`src/rtl/oatan_pkg.sv`:
```
package oatan_pkg;

  // Sideband carried along the divider pipeline with each sample
  typedef struct packed {
    logic vld;   // sample present
    logic xneg;  // alpha was negative
    logic yneg;  // beta was negative
    logic swp;   // |y| > |x|: ratio was inverted
  } side_t;

endpackage

```
`src/rtl/oat_fold.sv`:
```
// Stage 0: magnitudes, octant decision and the divider operands.
module oat_fold #(
  parameter int IN_W  = 16,
  parameter int IDX_W = 8,
  localparam int MAG_W = IN_W,
  localparam int NUM_W = MAG_W + IDX_W
) (
  input  logic                  clk,
  input  logic                  rst,
  input  logic                  in_valid,
  input  logic [IN_W-1:0]       in_x,
  input  logic [IN_W-1:0]       in_y,
  output oatan_pkg::side_t      side_o,
  output logic [NUM_W-1:0]      num_o,
  output logic [NUM_W-1:0]      den_o
);
  localparam int SCALE = (2 ** IDX_W) - 1;

  logic [MAG_W-1:0] ax, ay, mn, mx;
  logic             swp;

  always_comb begin
    ax  = in_x[IN_W-1] ? (MAG_W'(~in_x) + MAG_W'(1)) : MAG_W'(in_x);
    ay  = in_y[IN_W-1] ? (MAG_W'(~in_y) + MAG_W'(1)) : MAG_W'(in_y);
    swp = (ay > ax);
    mn  = swp ? ax : ay;
    mx  = swp ? ay : ax;
  end

  always_ff @(posedge clk) begin
    if (rst) begin
      side_o <= '0;
      num_o  <= '0;
      den_o  <= '0;
    end else begin
      side_o.vld  <= in_valid;
      side_o.xneg <= in_x[IN_W-1];
      side_o.yneg <= in_y[IN_W-1];
      side_o.swp  <= swp;
      num_o       <= NUM_W'(mn) * NUM_W'(SCALE);
      den_o       <= NUM_W'(mx);
    end
  end
endmodule

```
`src/rtl/oat_div_stage.sv`:
```
// One restoring-division step: decides quotient bit BIT.
module oat_div_stage #(
  parameter int NUM_W = 24,
  parameter int IDX_W = 8,
  parameter int BIT   = 0
) (
  input  logic                  clk,
  input  logic                  rst,
  input  oatan_pkg::side_t      side_i,
  input  logic [NUM_W-1:0]      rem_i,
  input  logic [NUM_W-1:0]      den_i,
  input  logic [IDX_W-1:0]      q_i,
  output oatan_pkg::side_t      side_o,
  output logic [NUM_W-1:0]      rem_o,
  output logic [NUM_W-1:0]      den_o,
  output logic [IDX_W-1:0]      q_o
);
  logic [NUM_W-1:0] trial, rem_n;
  logic [IDX_W-1:0] q_n;
  logic             ge;

  always_comb begin
    trial  = den_i << BIT;
    ge     = (rem_i >= trial);
    rem_n  = ge ? (rem_i - trial) : rem_i;
    q_n    = q_i;
    q_n[BIT] = ge;
  end

  always_ff @(posedge clk) begin
    if (rst) begin
      side_o <= '0;
      rem_o  <= '0;
      den_o  <= '0;
      q_o    <= '0;
    end else begin
      side_o <= side_i;
      rem_o  <= rem_n;
      den_o  <= den_i;
      q_o    <= q_n;
    end
  end
endmodule

```
`src/rtl/oat_rom.sv`:
```
// Eighth-circle arctangent table, read synchronously (block RAM friendly).
module oat_rom #(
  parameter int IDX_W = 8,
  parameter int PH_W  = 16,
  parameter int NUM_W = 24
) (
  input  logic                  clk,
  input  logic                  rst,
  input  oatan_pkg::side_t      side_i,
  input  logic [IDX_W-1:0]      q_i,
  input  logic [NUM_W-1:0]      rem_i,
  input  logic [NUM_W-1:0]      den_i,
  output oatan_pkg::side_t      side_o,
  output logic                  undef_o,
  output logic [PH_W-1:0]       base_o
);
  localparam int  DEPTH   = 2 ** IDX_W;
  localparam real PI_R    = 3.14159265358979;
  localparam real SCALE_R = (2.0 ** (PH_W - 1)) / PI_R;

  logic [PH_W-1:0]  mem [DEPTH];
  logic [IDX_W-1:0] addr;
  logic             up;

  initial begin : fill_tab
    for (int i = 0; i < DEPTH; i++) begin
      mem[i] = PH_W'($rtoi($atan(real'(i) / real'(DEPTH - 1)) * SCALE_R + 0.5));
    end
  end

  // Round the quotient to nearest; it never exceeds DEPTH-1 because a
  // quotient of DEPTH-1 only occurs with equal magnitudes and no remainder.
  always_comb begin
    up   = ({rem_i, 1'b0} >= {1'b0, den_i});
    addr = q_i + IDX_W'(up);
  end

  always_ff @(posedge clk) begin
    base_o <= mem[addr];
  end

  always_ff @(posedge clk) begin
    if (rst) begin
      side_o  <= '0;
      undef_o <= 1'b0;
    end else begin
      side_o  <= side_i;
      undef_o <= (den_i == '0);
    end
  end
endmodule

```
`src/rtl/oat_unfold.sv`:
```
// Octant reconstruction: mirror about pi/4, then x < 0 and y < 0 reflections.
module oat_unfold #(
  parameter int PH_W = 16
) (
  input  logic                  clk,
  input  logic                  rst,
  input  oatan_pkg::side_t      side_i,
  input  logic                  undef_i,
  input  logic [PH_W-1:0]       base_i,
  output logic                  out_valid,
  output logic [PH_W-1:0]       out_angle,
  output logic                  out_undef
);
  localparam logic [PH_W:0] QUARTER = (PH_W+1)'(2 ** (PH_W - 2));
  localparam logic [PH_W:0] HALF    = (PH_W+1)'(2 ** (PH_W - 1));

  logic [PH_W:0]   a1, a2, a3;
  logic [PH_W-1:0] ang;

  always_comb begin
    a1  = side_i.swp  ? (QUARTER - {1'b0, base_i}) : {1'b0, base_i};
    a2  = side_i.xneg ? (HALF - a1) : a1;
    a3  = side_i.yneg ? ((PH_W+1)'(0) - a2) : a2;
    ang = undef_i ? '0 : a3[PH_W-1:0];
  end

  always_ff @(posedge clk) begin
    if (rst) begin
      out_valid <= 1'b0;
      out_angle <= '0;
      out_undef <= 1'b0;
    end else begin
      out_valid <= side_i.vld;
      out_angle <= ang;
      out_undef <= side_i.vld & undef_i;
    end
  end
endmodule

```
`src/rtl/octant_atan2.sv`:
```
module octant_atan2 #(
  parameter int IN_W  = 16,
  parameter int PH_W  = 16,
  parameter int IDX_W = 8
) (
  input  logic             clk,
  input  logic             rst,
  input  logic             in_valid,
  input  logic [IN_W-1:0]  in_x,
  input  logic [IN_W-1:0]  in_y,
  output logic             out_valid,
  output logic [PH_W-1:0]  out_angle,
  output logic             out_undef
);
  localparam int NUM_W = IN_W + IDX_W;
  localparam int LAT   = IDX_W + 3;

  oatan_pkg::side_t side_c [IDX_W+1];
  logic [NUM_W-1:0] rem_c  [IDX_W+1];
  logic [NUM_W-1:0] den_c  [IDX_W+1];
  logic [IDX_W-1:0] q_c    [IDX_W+1];

  oatan_pkg::side_t side_r;
  logic             undef_r;
  logic [PH_W-1:0]  base_r;

  oat_fold #(.IN_W(IN_W), .IDX_W(IDX_W)) u_fold (
    .clk(clk), .rst(rst), .in_valid(in_valid), .in_x(in_x), .in_y(in_y),
    .side_o(side_c[0]), .num_o(rem_c[0]), .den_o(den_c[0])
  );

  assign q_c[0] = '0;

  for (genvar g = 0; g < IDX_W; g++) begin : g_div
    oat_div_stage #(.NUM_W(NUM_W), .IDX_W(IDX_W), .BIT(IDX_W - 1 - g)) u_st (
      .clk(clk), .rst(rst),
      .side_i(side_c[g]),   .rem_i(rem_c[g]),   .den_i(den_c[g]),   .q_i(q_c[g]),
      .side_o(side_c[g+1]), .rem_o(rem_c[g+1]), .den_o(den_c[g+1]), .q_o(q_c[g+1])
    );
  end

  oat_rom #(.IDX_W(IDX_W), .PH_W(PH_W), .NUM_W(NUM_W)) u_rom (
    .clk(clk), .rst(rst), .side_i(side_c[IDX_W]), .q_i(q_c[IDX_W]),
    .rem_i(rem_c[IDX_W]), .den_i(den_c[IDX_W]),
    .side_o(side_r), .undef_o(undef_r), .base_o(base_r)
  );

  oat_unfold #(.PH_W(PH_W)) u_unfold (
    .clk(clk), .rst(rst), .side_i(side_r), .undef_i(undef_r), .base_i(base_r),
    .out_valid(out_valid), .out_angle(out_angle), .out_undef(out_undef)
  );

  initial begin
    if (LAT != IDX_W + 3) $error("latency bookkeeping mismatch");
  end
endmodule

```
`config.mk`:
```
export PLATFORM = sky130hd
export DESIGN_NAME = octant_atan2
export DESIGN_NICKNAME = d
export VERILOG_FILES = /design/src/rtl/oatan_pkg.sv /design/src/rtl/oat_fold.sv /design/src/rtl/oat_div_stage.sv /design/src/rtl/oat_rom.sv /design/src/rtl/oat_unfold.sv /design/src/rtl/octant_atan2.sv
export SDC_FILE = /design/constraint.sdc
export NUM_CORES = 1
export LEC_CHECK = 0
export ABC_AREA = 1
export BUFFER_PORTS_ARGS = -buffer_cell sky130_fd_sc_hd__buf_2
export CAP_MARGIN = 20
export CORE_MARGIN = 8
export CORE_UTILIZATION = 28
export DETAILED_ROUTE_END_ITERATION = 7
export GPL_ROUTABILITY_DRIVEN = 1
export HOLD_SLACK_MARGIN = 0.03
export PLACE_DENSITY = 0.43
export SYNTH_ARGS = -nofsm -noshare
export SYNTH_HDL_FRONTEND = slang
export SYNTH_SLANG_ARGS = --single-unit
```
`constraint.sdc`:
```
create_clock -name clk -period 7.18 [get_ports clk]
set_input_delay 0.718 -clock clk [delete_from_list [all_inputs] [get_ports clk]]
set_output_delay 0.718 -clock clk [all_outputs]
set_load 0.05 [all_outputs]
```
[Word level (Yosys, flattened, before mapping)]
Memories as Yosys holds them, arrays and structs flattened. A register that Yosys moved wholly into a read port is not among the register bits.
Index checks and enable logic that the tools add are counted.
Word-level totals
  register bits after elaboration: 564
  latch bits: 0
  RAM bits: 0
  bits in read-only memories: 3584
  input port bits: 35
  memories kept: 1
Memory list
  u_rom.mem: depth 256, bits a word 14, read ports 1, clocked after Yosys merged registers in 1, write ports 0, RTL line oat_rom.sv:21  | logic [PH_W-1:0] mem [DEPTH];
Cells by class
  $add $sub $neg: 14
  $mul: 1
  divide/modulo/power cells: 0
  $lt $le $gt $ge: 10
  eq/ne operators: 0
  shift-type cells: 0
  multiplexer cells: 15
  bitwise logic cells: 3
  reduce and logical (&&, ||, !) cells: 2
Operator list (count)
  24-bit greater-or-equal comparator: 8
  24-bit 2-to-1 mux: 8
  24-bit subtractor: 8
  16-bit 2-to-1 mux: 7
  16-bit by 1-bit adder with 16-bit output, second input constant: 2
  16-bit inverter: 2
  25-bit by 24-bit greater-or-equal comparator with 1-bit output: 1
  24-bit zero test: 1
  16-bit by 8-bit multiplier with 24-bit output, second input constant: 1
  16-bit greater-than comparator: 1
  1-bit by 16-bit subtractor with 16-bit output, first input constant: 1
  15-bit by 16-bit subtractor with 16-bit output, first input constant: 1
  16-bit subtractor, first input constant: 1
  8-bit by 1-bit adder with 8-bit output: 1
  2-bit OR reduction: 1
  1-bit AND: 1

[Longest topological paths before layout]
  depth after elaboration: 6
  depth in mapped cells: 46
  depth with buffers taken out: 45

[By module]
A second synthesis with hierarchy kept.
Unflattened totals
  cell total of the unflattened synthesis: 6277
  area total of the unflattened synthesis: 39462.8 µm²
Modules (own cells, without submodules)
  oat_fold: instances 1, cells an instance 771, area each 5845.6 µm², seq. area each 880.8 µm²
  oat_rom: instances 1, cells an instance 904, area each 4621.9 µm², seq. area each 380.4 µm²
  oat_div_stage (g_div[7].u_st): instances 1, cells an instance 600, area each 3733.6 µm², seq. area each 1201.2 µm²
  oat_div_stage (g_div[6].u_st): instances 1, cells an instance 589, area each 3648.5 µm², seq. area each 1201.2 µm²
  oat_div_stage (g_div[5].u_st): instances 1, cells an instance 577, area each 3614.7 µm², seq. area each 1201.2 µm²
  oat_div_stage (g_div[4].u_st): instances 1, cells an instance 540, area each 3369.5 µm², seq. area each 1201.2 µm²
  oat_div_stage (g_div[3].u_st): instances 1, cells an instance 515, area each 3284.4 µm², seq. area each 1201.2 µm²
  oat_div_stage (g_div[2].u_st): instances 1, cells an instance 490, area each 3209.3 µm², seq. area each 1201.2 µm²
  oat_div_stage (g_div[1].u_st): instances 1, cells an instance 487, area each 3196.8 µm², seq. area each 1201.2 µm²
  oat_div_stage (g_div[0].u_st): instances 1, cells an instance 476, area each 3124.2 µm², seq. area each 1201.2 µm²
  oat_unfold: instances 1, cells an instance 327, area each 1810.5 µm², seq. area each 360.3 µm²
  octant_atan2: instances 1, cells an instance 1, area each 3.8 µm², seq. area each 0.0 µm²

[Worst setup path after synthesis]
OpenSTA, ideal clock, no wires.
  kind: input to register
  start: in in_y[0]
  end: reg u_fold.num_o[22]
  arrival time: 7115 ps
  data required time: 7062 ps
  slack: -53 ps
  stages on the path: 42
  buffers on the path: 2
  path through: inv_1 > ha_1 > nand2_1 > nor2_1 > nand3_1 > nand2_1 > nand2_1 > o21ai_0 > xor2_1 > inv_1 > ha_1 > nand2_1 > inv_1 > nand3_1 > nor2_1 > nand3_2 > nor2_4 > a21oi_4 > [... 6 more ...] > fa_1 > inv_1 > fa_1 > inv_1 > fa_1 > inv_1 > fa_1 > inv_1 > ha_1 > nand2_1 > nor2_1 > nand4_1 > o221ai_1 > nand2_1 > a21oi_1 > o21ai_0 > nand2_1 > nor2_1
On the way
  word-level cells in the longest chain between the ends: 6
RTL lines
  start, declared: RTL line octant_atan2.sv:10  | input logic [IN_W-1:0] in_y,
  16-bit inverter: RTL line oat_fold.sv:24  | ay = in_y[IN_W-1] ? (MAG_W'(~in_y) + MAG_W'(1)) : MAG_W'(in_y);
  16-bit by 1-bit adder with 16-bit output: RTL line oat_fold.sv:24
  16-bit 2-to-1 mux (*): RTL line oat_fold.sv:24
  16-bit greater-than comparator: RTL line oat_fold.sv:25  | swp = (ay > ax);
  16-bit 2-to-1 mux (*): RTL line oat_fold.sv:26  | mn = swp ? ax : ay;
  16-bit by 8-bit multiplier with 24-bit output (*): RTL line oat_fold.sv:40  | num_o <= NUM_W'(mn) * NUM_W'(SCALE);
  end signal, assigned: RTL line oat_fold.sv:40
  end, declared: RTL line oat_fold.sv:14  | output logic [NUM_W-1:0] num_o,
Mark *: on every way between the ends. The rest lies on a longest branch, timed or not.
A chain may end at the register's enable or synchronous reset.

[Worst setup path in the final report]
Ends and elaborated chain as after synthesis.

==> key figures <==
Setup path
  • Worst r2r src: g_div[7].u_st.den_o[2]
  • Critical path's slowest cell: fa_1
  • Crit path DAT: 7.24 ns
  • CP max stage delay: 0.59 ns
  • Startpoint types: input port
  • CP Class: in2reg
  • Critical path fanouts, max: 21
  • Cell mode on critical path: nand2_1
  • Crit. End Element: register
  • Setup crit start: in_y[0]
  • Required @ worst endpoint: 7.66 ns

Route
  • Post-Route WL: 88,380 um
  • Initial drt markers: 1,706
  • Avg Vias per Cell: 4.629
  • DRT Pass-1 Iters: 5
  • Post-route ant nets: 0
  • DR vias: 26,890
  • DRC viols: 0
  • DR WL/cell: 15.22 um

Finish
  • Fraction of layout cells with a size suffix above 1: 10.57%
  • Fin nets: 4,706
  • Finished Core Util: 33.19%
  • Fin area: 0.03479 mm^2
  • Area Growth Syn to Fin: 18.08%
  • Diode count: 0

STA
  • Fin. max-slew vios: 0
  • Period utilization: 94.14%
  • Slew margin rel.: 38.04%
  • Worst Max-Slew Pin Slew: 0.9248 ns
  • Final setup fails: 0
  • Post-route minimum period: 6.759 ns
  • Highest Clock Rate: 0.1479 GHz
  • Final clock skew: 0.06119 ns
  • Hold_ws: 0.3220 ns
  • Final hold viol count: 0

Synthesis
  • Sequential fraction of the synthesis area: 31.86%
  • EDFF count, synth: 0
  • Yosys top cell by area: dfxtp_1
  • Synthesized area per cell: 7.085 um^2
  • Post-Syn Nets: 4,489
  • Async set-reset flop share out of synthesis: 0%
  • Main flop type after synthesis: dfxtp_1
  • Yosys reg bits: 469
  • Mapped Area: 0.02947 mm^2
  • Post-synth cell types: 67
  • Share of the synthesized area in the top cell type: 31.86%
  • Synth top cells by count: 666 x inv_1, 664 x nand2_1, 548 x nor2_1
  • Yosys warns: 0
  • Most common cell in the netlist: inv_1
  • Area contributors post-synth: dfxtp_1 32%, ha_1 9.6%, inv_1 8.5%, nand2_1 8.5%, nor2_1 7.0%
  • Cells after Synth: 4,159

Floorplan
  • Initial core utilization: 28.11%
  • Cell row count: 119
  • Height of the die: 340.4 um
  • Die Area: 0.1159 mm^2
  • I/O Pins: 53
  • Core Area: 0.1048 mm^2
  • Die W: 340.4 um

Flow run
  • Max_cap viols: 0

Outcome
  • Status: completed

Clock tree
  • Clock latency on the worst-skew pair: 0.66 ns
  • Clock Path Buffers: 3
  • Reg clk slew, reported paths: 0.06 ns
  • CTS tree: yes
  • Total CTS buffers: 54
  • Sink Count: 469
  • H-tree depth: 2
  • CTS root buf: clkbuf_16
  • Post-CTS Hold Buffers: 0

Global route
  • GRT Residual Overflow: 0
  • Initial antenna violation count: 1
  • Pin count of the biggest net entering global routing: 183
  • First-pass GRT wire length: 142,400 um
  • Vias in the first global route: 26,290
  • Total GRT Usage: 14.80%

Placed design
  • GPL Wtd Cong: 0.9275
  • Port bufs: 52
  • Dpl cell area: 0.03277 mm^2
  • DPL Wire Length: 68,740 um

Min path
  • Worst hold path type: in2reg
  • Worst hold start: in_valid
==> registers in the layout (all words and copies together), names as in the netlist <==
name / count
u_rom.base_o: 14
u_unfold.out_angle: 16
u_fold.side_o: 4
g_div.u_st.side_o: 32
u_fold.num_o: 24
u_rom.side_o: 4
u_unfold.out_undef: 1
u_rom.undef_o: 1
g_div.u_st.q_o: 36
u_unfold.out_valid: 1
g_div.u_st.rem_o: 192
u_fold.den_o: 16
g_div.u_st.den_o: 128
==> cell families (layout without fill, tap and decap cells) <==
group	count (synthesis)	after routing	synth area share [%]
adders and majority gates	295	295	14.26
xor gates and xnor gates	161	161	4.811
DFF	469	469	31.86
AOI/OAI and AO/OA	903	903	17.15
and+or+nand+nor	1525	1525	21.45
buffers and inverters	806	1065	10.47
==> critical path, delay by kind of cell <==
kind                     cells  cell delay [ns]
adder cells (fa/ha/maj)      7             2.88
XOR/XNOR                     1             0.15
AND/OR/NAND/NOR             20             1.90
AO/OA/AOI/OAI                5             0.63
buffers and inverters        9             0.90
==> layout make-up <==
type                    count  area, um^2
clock buffers              72        1509
clock inverters            26       330.3
fillers                 11520       70030
inverters                 677        2544
multi-input cells        2884       17150
flip-flops and latches    469        9389
well taps                1391        1740
repair buffers            290        2130
==> layout by cell type, fill, tap and decap left out, types with 11 or more instances in the layout <==
| cell | n |
|---|---|
| a21oi_1 | 368 |
| a221oi_1 | 11 |
| a31oi_1 | 21 |
| buf_2 | 51 |
| buf_4 | 234 |
| clkbuf_16 | 54 |
| clkinv_2 | 11 |
| dfxtp_1 | 469 |
| fa_1 | 68 |
| ha_1 | 225 |
| inv_1 | 665 |
| nand2_1 | 661 |
| nand2_2 | 15 |
| nand3_1 | 157 |
| nand3b_1 | 11 |
| nand4_1 | 38 |
| nor2_1 | 545 |
| nor3_1 | 37 |
| nor4_1 | 21 |
| o211ai_1 | 22 |
| o21a_1 | 14 |
| o21ai_0 | 319 |
| o21ai_1 | 24 |
| o221ai_1 | 15 |
| xnor2_1 | 74 |
| xor2_1 | 85 |
==> routing by layer <==
| metal | track usage [%] | up-vias | share of wire (%) |
|---|---|---|---|
| li1 | - | 13920 | - |
| met1 | 19.57 | 12270 | 46 |
| met2 | 24.97 | 559 | 47 |
| met3 | 1.852 | 144 | 4.1 |
| met4 | 4.715 | 0 | 2.9 |
| met5 | 0 | - | 0 |
==> worst paths after layout <==
check | cells after the start | to | slack (ns)
min reg2reg | 2 | g_div[7].u_st.q_o[5] | 0.34
min | 3 | u_fold.side_o[3] | 0.32
max reg2reg | 25 | u_rom.base_o[6] | 1.80
max | 42 | u_fold.num_o[22] | 0.42
==> metrics by stage <==
stage | setup WS (ns) | cells | TNS [ns]
2_1_floorplan | 0.06402 | 4159 | 0
3_3_place_gp | -0.3569 | 5706 | -2.427
3_5_place_dp | -0.4021 | 5708 | -3.115
4_1_cts | 0.2111 | 5806 | 0
5_1_grt | -0.007241 | 5809 | -0.01340
6_report | 0.4205 | 5809 | 0
==> what timing repair did <==
item	in CTS	in global routing
endpoints found under the hold margin	0	0
endpoints found under the setup margin	0	12
gates resized for setup	0	41
setup buffers	0	2
Power is not shown: default switching activity piles up to over one toggle a cycle in this logic, so the estimate is an artifact.
